<file path="src/rtl/dma_pkg.sv">
package dma_pkg;

  typedef enum logic [2:0] {
    ST_IDLE,
    ST_ARB,
    ST_DREQ,
    ST_MEM,
    ST_ACK,
    ST_GAP
  } dma_state_t;

  localparam logic [1:0] SEL_ADDR  = 2'd0;
  localparam logic [1:0] SEL_COUNT = 2'd1;
  localparam logic [1:0] SEL_CTRL  = 2'd2;

  localparam int B_START = 0;
  localparam int B_CLR   = 1;
  localparam int B_DIR   = 2;
  localparam int B_UNIT  = 3;
  localparam int B_MODE  = 4;
  localparam int B_BLEN  = 5;

  // address stride of one unit
  function automatic logic [2:0] unit_stride(input logic word_unit);
    return word_unit ? 3'd4 : 3'd1;
  endfunction

endpackage

</file>
<file path="src/rtl/dma_ctrl_reg.sv">
module dma_ctrl_reg
  import dma_pkg::*;
#(
  parameter int BLW = 8,
  localparam int FW = B_BLEN + BLW
) (
  input  logic           clk,
  input  logic           rst_n,
  input  logic           wr_ctrl,
  input  logic           busy,
  input  logic [FW-1:0]  wdata,
  output logic           start_p,
  output logic           clr_p,
  output logic           dir_q,
  output logic           unit_q,
  output logic           mode_q,
  output logic [BLW-1:0] blen_q
);

  assign start_p = wr_ctrl && wdata[B_START] && !busy;
  assign clr_p   = wr_ctrl && wdata[B_CLR];

  always_ff @(posedge clk) begin
    if (!rst_n) begin
      dir_q  <= 1'b0;
      unit_q <= 1'b0;
      mode_q <= 1'b0;
      blen_q <= '0;
    end else if (wr_ctrl && !busy) begin
      dir_q  <= wdata[B_DIR];
      unit_q <= wdata[B_UNIT];
      mode_q <= wdata[B_MODE];
      blen_q <= wdata[FW-1:B_BLEN];
    end
  end

endmodule

</file>
<file path="src/rtl/dma_counters.sv">
module dma_counters
  import dma_pkg::*;
#(
  parameter int AW  = 32,
  parameter int CW  = 16,
  parameter int BLW = 8
) (
  input  logic           clk,
  input  logic           rst_n,
  input  logic           ld_addr,
  input  logic           ld_count,
  input  logic [AW-1:0]  addr_in,
  input  logic [CW-1:0]  count_in,
  input  logic           unit_done,
  input  logic           word_unit,
  input  logic           beat_clr,
  input  logic [BLW-1:0] blen,
  output logic [AW-1:0]  addr_q,
  output logic [CW-1:0]  count_q,
  output logic           count_zero,
  output logic           last_unit,
  output logic           burst_end
);

  logic [BLW:0] beat_q;
  logic [BLW:0] limit;

  // a programmed length of zero behaves as one unit per tenure
  assign limit      = (blen == '0) ? {{BLW{1'b0}}, 1'b1} : {1'b0, blen};
  assign burst_end  = (beat_q + 1'b1) >= limit;
  assign count_zero = (count_q == '0);
  assign last_unit  = (count_q == {{(CW-1){1'b0}}, 1'b1});

  always_ff @(posedge clk) begin
    if (!rst_n) begin
      addr_q  <= '0;
      count_q <= '0;
    end else begin
      if (ld_addr)
        addr_q <= addr_in;
      else if (unit_done)
        addr_q <= addr_q + AW'(unit_stride(word_unit));
      if (ld_count)
        count_q <= count_in;
      else if (unit_done)
        count_q <= count_q - 1'b1;
    end
  end

  always_ff @(posedge clk) begin
    if (!rst_n)         beat_q <= '0;
    else if (beat_clr)  beat_q <= '0;
    else if (unit_done) beat_q <= beat_q + 1'b1;
  end

endmodule

</file>
<file path="src/rtl/dma_seq.sv">
module dma_seq
  import dma_pkg::*;
(
  input  logic clk,
  input  logic rst_n,
  input  logic start_p,
  input  logic count_zero,
  input  logic last_unit,
  input  logic burst_end,
  input  logic burst_mode,
  input  logic bus_grant,
  input  logic dev_ack,
  output logic bus_req,
  output logic dev_req,
  output logic mem_en,
  output logic busy,
  output logic unit_done,
  output logic beat_clr,
  output logic irq_set
);

  dma_state_t st, nxt;

  always_comb begin
    nxt       = st;
    unit_done = 1'b0;
    beat_clr  = 1'b0;
    irq_set   = 1'b0;
    case (st)
      ST_IDLE: if (start_p) begin
        beat_clr = 1'b1;
        if (count_zero) irq_set = 1'b1;
        else            nxt     = ST_ARB;
      end
      ST_ARB:  if (bus_grant) nxt = ST_DREQ;
      ST_DREQ: nxt = ST_MEM;
      ST_MEM:  nxt = ST_ACK;
      ST_ACK: if (dev_ack) begin
        unit_done = 1'b1;
        if (last_unit) begin
          irq_set = 1'b1;
          nxt     = ST_IDLE;
        end else if (!burst_mode || burst_end) begin
          beat_clr = 1'b1;
          nxt      = ST_GAP;
        end else begin
          nxt = ST_DREQ;
        end
      end
      ST_GAP:  nxt = ST_ARB;
      default: nxt = ST_IDLE;
    endcase
  end

  always_ff @(posedge clk) begin
    if (!rst_n) st <= ST_IDLE;
    else        st <= nxt;
  end

  assign bus_req = (st == ST_ARB) || (st == ST_DREQ) || (st == ST_MEM) || (st == ST_ACK);
  assign dev_req = (st == ST_DREQ);
  assign mem_en  = (st == ST_MEM);
  assign busy    = (st != ST_IDLE);

endmodule

</file>
<file path="src/rtl/dma_engine.sv">
module dma_engine
  import dma_pkg::*;
#(
  parameter int AW  = 32,
  parameter int CW  = 16,
  parameter int DW  = 32,
  parameter int BLW = 8
) (
  input  logic          clk,
  input  logic          rst_n,
  input  logic          cfg_we,
  input  logic [1:0]    cfg_sel,
  input  logic [31:0]   cfg_wdata,
  output logic          busy,
  output logic          irq,
  output logic [AW-1:0] cur_addr,
  output logic [CW-1:0] cur_count,
  output logic          bus_req,
  input  logic          bus_grant,
  output logic          dev_req,
  output logic          dev_dir,
  input  logic [DW-1:0] dev_rdata,
  output logic [DW-1:0] dev_wdata,
  input  logic          dev_ack,
  output logic          mem_en,
  output logic          mem_we,
  output logic          mem_byte,
  output logic [AW-1:0] mem_addr,
  output logic [DW-1:0] mem_wdata,
  input  logic [DW-1:0] mem_rdata
);

  localparam int FW = B_BLEN + BLW;

  // named internal events, also used by the bound checker
  logic           start_p, clr_p, unit_done, beat_clr, irq_set;
  logic           count_zero, last_unit, burst_end;
  logic           dir_q, unit_q, mode_q;
  logic [BLW-1:0] blen_q;
  logic           ld_addr, ld_count, wr_ctrl;
  logic [DW-1:0]  data_q;
  logic           irq_q;

  assign ld_addr  = cfg_we && (cfg_sel == SEL_ADDR)  && !busy;
  assign ld_count = cfg_we && (cfg_sel == SEL_COUNT) && !busy;
  assign wr_ctrl  = cfg_we && (cfg_sel == SEL_CTRL);

  dma_ctrl_reg #(.BLW(BLW)) u_ctrl (
    .clk(clk), .rst_n(rst_n), .wr_ctrl(wr_ctrl), .busy(busy),
    .wdata(cfg_wdata[FW-1:0]), .start_p(start_p), .clr_p(clr_p),
    .dir_q(dir_q), .unit_q(unit_q), .mode_q(mode_q), .blen_q(blen_q)
  );

  dma_counters #(.AW(AW), .CW(CW), .BLW(BLW)) u_cnt (
    .clk(clk), .rst_n(rst_n), .ld_addr(ld_addr), .ld_count(ld_count),
    .addr_in(cfg_wdata[AW-1:0]), .count_in(cfg_wdata[CW-1:0]),
    .unit_done(unit_done), .word_unit(unit_q), .beat_clr(beat_clr),
    .blen(blen_q), .addr_q(cur_addr), .count_q(cur_count),
    .count_zero(count_zero), .last_unit(last_unit), .burst_end(burst_end)
  );

  dma_seq u_seq (
    .clk(clk), .rst_n(rst_n), .start_p(start_p), .count_zero(count_zero),
    .last_unit(last_unit), .burst_end(burst_end), .burst_mode(mode_q),
    .bus_grant(bus_grant), .dev_ack(dev_ack), .bus_req(bus_req),
    .dev_req(dev_req), .mem_en(mem_en), .busy(busy), .unit_done(unit_done),
    .beat_clr(beat_clr), .irq_set(irq_set)
  );

  // data holding register: device data in the request cycle, memory data in the memory cycle
  always_ff @(posedge clk) begin
    if (!rst_n)                data_q <= '0;
    else if (dev_req && !dir_q) data_q <= dev_rdata;
    else if (mem_en && dir_q)   data_q <= mem_rdata;
  end

  // completion interrupt; a set in the same cycle as a clear wins
  always_ff @(posedge clk) begin
    if (!rst_n)       irq_q <= 1'b0;
    else if (irq_set) irq_q <= 1'b1;
    else if (clr_p)   irq_q <= 1'b0;
  end

  assign irq       = irq_q;
  assign dev_dir   = dir_q;
  assign dev_wdata = data_q;
  assign mem_we    = mem_en && !dir_q;
  assign mem_byte  = !unit_q;
  assign mem_addr  = cur_addr;
  assign mem_wdata = data_q;

endmodule

</file>
<file path="config.mk">
export PLATFORM = sky130hd
export DESIGN_NAME = dma_engine
export DESIGN_NICKNAME = d
export VERILOG_FILES = /design/src/rtl/dma_pkg.sv /design/src/rtl/dma_ctrl_reg.sv /design/src/rtl/dma_counters.sv /design/src/rtl/dma_seq.sv /design/src/rtl/dma_engine.sv
export SDC_FILE = /design/constraint.sdc
export NUM_CORES = 1
export LEC_CHECK = 0
export BUFFER_PORTS_ARGS = -buffer_cell sky130_fd_sc_hd__buf_2
export CAP_MARGIN = 10
export CORE_MARGIN = 8
export CORE_UTILIZATION = 40
export CTS_CLUSTER_DIAMETER = 200
export DETAILED_ROUTE_END_ITERATION = 12
export PLACE_DENSITY = 0.68
export SLEW_MARGIN = 20
export SYNTH_ARGS = -nofsm -noshare
export SYNTH_HDL_FRONTEND = slang
export SYNTH_SLANG_ARGS = --single-unit
</file>
<file path="constraint.sdc">
create_clock -name clk -period 4 [get_ports clk]
set_input_delay 1.2 -clock clk [delete_from_list [all_inputs] [get_ports clk]]
set_output_delay 1.2 -clock clk [all_outputs]
set_load 0.005 [all_outputs]
</file>
==> metrics.md, run 1 <==
| Metric | Value |
|---|---|
| Met3 Track Usage GR | 0.0391 |
| Max Slew Vio Count | 0 |
| Largest fanout on the critical path | 9 |
| Htree depth | 3 |
| Global-route wire length before repair | 31600 um |
| HP Class | flop to flop |
| Top FF cell, synth | dfxtp_1 |
| Fmax | 351 MHz |
| Overall die height | 140 um |
| Clock Path Buffers | 2 |
| Startpoint Class | flop |
| Dpl cells | 1110 |
| Ports | 255 |
| Synth async-reset ratio | 0 |
| Largest net degree at the start of global routing | 62 |
| Hold_ws | 0.462 ns |
| Util after Layout | 0.483 |
| Core Region | 15100 sq um |
| Final WL | 20000 um |
| CP Depth | 9 |
| Die Area | 19700 sq um |
| Top post-synthesis cells by area | dfxtp_1, buf_4, nand2_1 |
| Row count | 45 |
| Yosys top cell by area | dfxtp_1 |
| Clock skew | 0.00602 ns |
| CP Capture Type | flop |
| Insertion delay to the later sink of the worst-skew pair | 0.35 ns |
| Met2 Usage GRT | 0.334 |
| Share of the synthesized area in the top cell type | 0.337 |
| CTS root buffer | clkbuf_16 |
| Total CTS buffers | 9 |
| RSZ-0062 raised after global routing | false |
| Slew of the pin with the lowest slew margin | 0.670 ns |
| Largest delay contributor family on the critical path | simple AND/OR/NAND/NOR gates |
| Most Used Layer, Global Route | met2 |
| Post-DR wirelength/cell | 17.8 um |
| Area delta synth->final | 18.5% |
| Diode count | 0 |
| Drt pass-1 iters | 5 |
| Cts hold-fix bufs | 0 |
| Outcome | complete, no violations |
| Nets | 1050 |
| Power Density | 334 nW/um^2 |
| Most common cell after layout, fill and taps aside | buf_2 |
| Most frequent cells in the layout | buf_2, dfxtp_1, nand2_1, nor2_1, a21oi_1 |
| Synthesized net count | 889 |
| Setup TNS | 0 ns |
| Vias per cell | 5.46 |
| Fin crit share | 0.713 |
| Vias in the first global route | 5751 |
| PortBufs | 254 |
| Share of layout cells above drive strength 1 | 0.319 |
| GRT Resource Usage Total | 0.197 |
| Max_cap viols | 0 |
| Routed vias | 6145 |
| Leakage | 3.24 nW |
| Die width | 140 um |
| Post-DP HPWL | 15100 um |
| Yosys reg bits | 104 |
| Crit path cell chain | nand3_1, or3_1, xnor2_1, ha_1, and3_2, a311oi_1, and3_2, a211oi_2, nor2_1 |
| Final setup fails | 0 |
| CP dominant cell by count | and3_2 |
| Min Tclk post-route | 2.85 ns |
| Cell variety after synth | 69 |
| Avg Cell Area, Syn | 8.00 sq um |
| Register area share after synthesis | 0.337 |
| Iter 0 DRT Violations | 399 |
| Synth Instances | 772 |
| Worst r2r path cells | 9 |
| Post-CTS Setup Inserts | 0 |
| Worst vdd ir | 0.211 mV |
| Met1 Use GR | 0.242 |
| Slew HR | 0.553 |
| CP max stage delay | 0.61 ns |
| DRC | 0 |
| Grt total ovfl | 0 |
| Routability cong. | 0.844 |
| Worst Path Arrival | 3.07 ns |
| Clk slew on worst S/H paths | 0.07 ns |
| Setup CP Type | flop to flop |
| Sink Count | 104 |
| Number of flops mapped to enable cells by yosys | 0 |
| Hold depth | 2 |
| Synthesized cell area | 6170 sq um |
| CP max stage cell | a211oi_2 |
| Post-Layout Cell Count | 1126 |
| Synth Warn # | 0 |
| CP Buf/Inv Count | 0 |
| Hold violation count in the final report | 0 |
| WP data required | 4.22 ns |
| Initial antenna violation count | 0 |
| Initial core utilization | 0.408 |
| CTS tree | built |
| # resized after CTS | 0 |
| Routed Antenna Nets | 0 |
| Tot Pwr | 2.44 mW |
## Yosys cell counts (10+ instances only)
| master | n |
|---|---|
| a211oi_1 | 10 |
| a21oi_1 | 47 |
| a22oi_1 | 11 |
| a311oi_1 | 32 |
| a31oi_1 | 12 |
| and3_1 | 11 |
| buf_4 | 66 |
| clkbuf_1 | 29 |
| dfxtp_1 | 104 |
| ha_1 | 14 |
| inv_1 | 20 |
| mux2i_1 | 14 |
| nand2_1 | 104 |
| nand3_1 | 35 |
| nand4_1 | 14 |
| nor2_1 | 88 |
| nor3_1 | 10 |
| o211ai_1 | 10 |
| o21ai_0 | 12 |
| xnor2_1 | 18 |
## worst min-delay path: stages, from the launching register on
cell     delay (ns)
dfxtp_1        0.31
nand2_1        0.05
a21oi_1        0.06
## flip-flops by register name, indices dropped and copies added, names as in the netlist
register       flops
dev_wdata         32
irq                1
u_cnt.addr_q      32
u_cnt.beat_q       9
u_cnt.count_q     16
u_ctrl.blen_q      8
u_ctrl.dir_q       1
u_ctrl.mode_q      1
u_ctrl.unit_q      1
u_seq.st           3
## final timing paths
kind	from	endpoint	slack [ns]
max	u_cnt.beat_q[2]$_SDFFE_PP0P_	u_cnt.beat_q[0]$_SDFFE_PP0P_	1.15
min	irq$_SDFFE_PN0P_	irq$_SDFFE_PN0P_	0.46
max reg2reg	u_cnt.beat_q[2]$_SDFFE_PP0P_	u_cnt.beat_q[0]$_SDFFE_PP0P_	1.15
min reg2reg	irq$_SDFFE_PN0P_	irq$_SDFFE_PN0P_	0.46
## kinds of logic (layout without fill, tap and decap cells)
kind of cell | Yosys count | in the layout | synth area share
compound gates | 167 | 167 | 0.192
xor+xnor | 27 | 27 | 0.0383
fa+ha+maj | 14 | 14 | 0.0284
buf+inv | 132 | 298 | 0.130
flops | 104 | 104 | 0.337
mux | 14 | 14 | 0.0227
simple gates | 314 | 314 | 0.252
## per-layer routing
metal | wire, um | part of all wire | up-vias
li1 | - | - | 3042
met1 | 8510 | 0.42 | 2869
met2 | 9780 | 0.49 | 203
met3 | 1360 | 0.068 | 31
met4 | 384 | 0.019 | 0
met5 | 0 | 0 | -
## report_power, final
| part | switching, mW | total [mW] | internal, mW |
|---|---|---|---|
| clock network | 0.402 | 0.901 | 0.500 |
| registers | 0.0632 | 1.14 | 1.08 |
| logic | 0.223 | 0.402 | 0.179 |
| total | 0.688 | 2.44 | 1.75 |
## cell type report
cell class / instances / area, sq um
Inverter: 22 / 82.6
Timing Repair Buffer: 260 / 1320
Tap cell: 188 / 235
Multi-Input combinational cell: 536 / 3300
Sequential cell: 104 / 2080
Clock inverter: 6 / 58.8
Clock buffer: 10 / 239
Fill cell: 1522 / 7830
## metrics by stage
| stage | setup slack (ns) | instance area (sq um) |
|---|---|---|
| 2_1_floorplan | 1.36 | 6170 |
| 3_3_place_gp | 0.800 | 7010 |
| 3_5_place_dp | 0.749 | 7010 |
| 4_1_cts | 1.11 | 7310 |
| 5_1_grt | 0.899 | 7320 |
| 6_report | 1.15 | 7320 |
Note: power is estimated with default switching activity, not from simulation.
==> run 2, diff against run 1 <==
clock period = 2.65 ns   (was 4 ns; I/O delays follow)
==> run 2 against run 1 <==
Against the previous run: clock skew up 0.0071 ns; maximum frequency up 11%; final area rose by 5.1%; sequential share of layout area is 1.4 points lower; die area unchanged; critical path depth up 1; critical endpoint is now u_cnt.beat_q[1]$_SDFFE_PP0P_; sequential cell count unchanged; non-clock buffer count increased by 28; worst setup slack got worse by 1.1 ns.
==> metrics.md, run 2 (synthesis gave the netlist of run 1 again) <==
| Metric | Value |
|---|---|
| Die width | 140 um |
| Sink Count | 104 |
| Min Tclk post-route | 2.57 ns |
| Initial core utilization | 0.408 |
| Fmax | 389 MHz |
| Area delta synth->final | 24.6% |
| Clk pwr share | 0.413 |
| Startpoint Class | flop |
| Core Region | 15100 sq um |
| Fin crit share | 0.970 |
| Die Area | 19700 sq um |
| Largest net degree at the start of global routing | 62 |
| Internal Power | 2.98 mW |
| Most frequent cells in the layout | buf_2, nand2_1, dfxtp_1, nor2_1, a21oi_1 |
| CP max stage cell | or3_4 |
| CTS tree | built |
| CP max stage delay | 0.41 ns |
| Routability cong. | 0.867 |
| Grt total ovfl | 0 |
| Leakage | 3.44 nW |
| Flop pwr share | 0.424 |
| Total CTS buffers | 9 |
| Post-DP HPWL | 15600 um |
| Hold_ws | 0.481 ns |
| Max_cap viols | 0 |
| Row count | 45 |
| Switching Power | 1.07 mW |
| Slew HR | 0.584 |
| Fill cells | 1487 |
| Post-DR wirelength/cell | 17.9 um |
| Nets | 1078 |
| DRC | 0 |
| CP Capture Type | flop |
| Worst Path Arrival | 2.85 ns |
| Cts hold-fix bufs | 0 |
| Util after Layout | 0.508 |
| Clock Path Buffers | 2 |
| Crit path cell chain | nand3_1, or3_4, xnor2_1, ha_1, and3_2, a311oi_2, and3_4, a211oi_4, buf_12, nor3b_2 |
| HP Class | flop to flop |
| Setup CP Type | flop to flop |
| Vias per cell | 5.44 |
| Worst vdd ir | 0.303 mV |
| CTS root buffer | clkbuf_16 |
| Outcome | complete, no violations |
| Iter 0 DRT Violations | 359 |
| Clock skew | 0.0131 ns |
| Final setup fails | 0 |
| Largest fanout on the critical path | 9 |
| Max Slew Vio Count | 0 |
| WP data required | 2.93 ns |
| Insertion delay to the later sink of the worst-skew pair | 0.35 ns |
| Power Density | 526 nW/um^2 |
| Switch share | 0.264 |
| Slew of the pin with the lowest slew margin | 0.624 ns |
| Clk slew on worst S/H paths | 0.07 ns |
| Most common cell after layout, fill and taps aside | buf_2 |
| Hold violation count in the final report | 0 |
| Initial antenna violation count | 1 |
| Overall die height | 140 um |
| CP Buf/Inv Count | 1 |
| PortBufs | 254 |
| Global-route wire length before repair | 32200 um |
| Vias in the first global route | 6019 |
| Ports | 255 |
| Routed Antenna Nets | 0 |
| Drt pass-1 iters | 4 |
| Final WL | 20700 um |
| Htree depth | 3 |
| Combinational power share | 0.163 |
| Routed vias | 6278 |
| Largest delay contributor family on the critical path | simple AND/OR/NAND/NOR gates |
| GRT Resource Usage Total | 0.200 |
| Share of layout cells above drive strength 1 | 0.342 |
-- run 2: cell types whose count changed in the layout (fill, tap and decap cells not counted), moves of 2 or more --
cell and delta:
buf_4 +23, buf_12 +5, clkinv_2 -4, bufinv_16 +3, dfxtp_1 -2, dfxtp_2 +2
-- run 2: power by group through the flow --
stage | registers [mW] | logic, mW | clock network [mW]
floorplan | 1.73 | 0.400 | 0
global placement | 1.75 | 0.642 | 0
detailed placement | 1.75 | 0.646 | 0
CTS | 1.71 | 0.656 | 1.71
global route | 1.73 | 0.726 | 1.78
finish | 1.71 | 0.660 | 1.67
-- run 2: metal layers --
metal,vias to the layer above,wire (um),part of all wire,global-route usage
met3,30,1330,0.064,0.0445
met5,-,0,0,0
met4,0,458,0.022,0.0737
met1,2951,8800,0.43,0.246
li1,3091,-,-,-
met2,206,10100,0.49,0.334
-- run 2: area by class of cell --
cell class | instances | area [sq um] | share of cell area
Multi-Input combinational cell | 536 | 3320 | 0.432
Sequential cell | 104 | 2080 | 0.271
Timing Repair Buffer | 288 | 1590 | 0.207
Clock buffer | 10 | 239 | 0.0311
Tap cell | 188 | 235 | 0.0306
Clock inverter | 6 | 138 | 0.0179
Inverter | 22 | 82.6 | 0.0107
Antenna cell | 1 | 2.50 | 0.000325
-- run 2: per-stage QoR --
stage | std cells | TNS [ns] | power (mW) | area (sq um) | setup slack, ns
final | 1155 | 0 | 4.05 | 7690 | 0.0788
after global routing | 1155 | -0.0000948 | 4.23 | 7690 | -0.0000948
after CTS | 1152 | 0 | 4.08 | 7640 | 0.0482
after detailed placement | 1136 | -0.356 | 2.40 | 7260 | -0.0614
after global placement | 1136 | 0 | 2.39 | 7260 | 0.0345
after floorplan | 772 | 0 | 2.13 | 6170 | 0.115
-- run 2: what timing repair did --
action                     4_1_cts  5_1_grt
buffers inserted                 0        2
pin swaps                        0        3
gates resized for setup          2        5
setup endpoints to repair        9        9
-- run 2: worst reg2reg max path: cells and delay by family, from the launching register on --
family                   cells  cell delay (ns)
flip-flops                   1             0.35
XOR/XNOR                     1             0.14
buffers and inverters        1             0.15
AO/OA/AOI/OAI                2             0.36
adder cells (fa/ha/maj)      1             0.31
AND/OR/NAND/NOR              5             1.20
-- run 2: final timing paths --
kind | start | endpoint | slack (ns) | depth (start not counted)
worst min-delay path | irq$_SDFFE_PN0P_ | irq$_SDFFE_PN0P_ | 0.48 | 2
worst max-delay path | u_cnt.beat_q[1]$_SDFFE_PP0P_ | u_cnt.beat_q[1]$_SDFFE_PP0P_ | 0.08 | 10
worst min register to register | irq$_SDFFE_PN0P_ | irq$_SDFFE_PN0P_ | 0.48 | 2
worst max register to register | u_cnt.beat_q[1]$_SDFFE_PP0P_ | u_cnt.beat_q[1]$_SDFFE_PP0P_ | 0.08 | 10
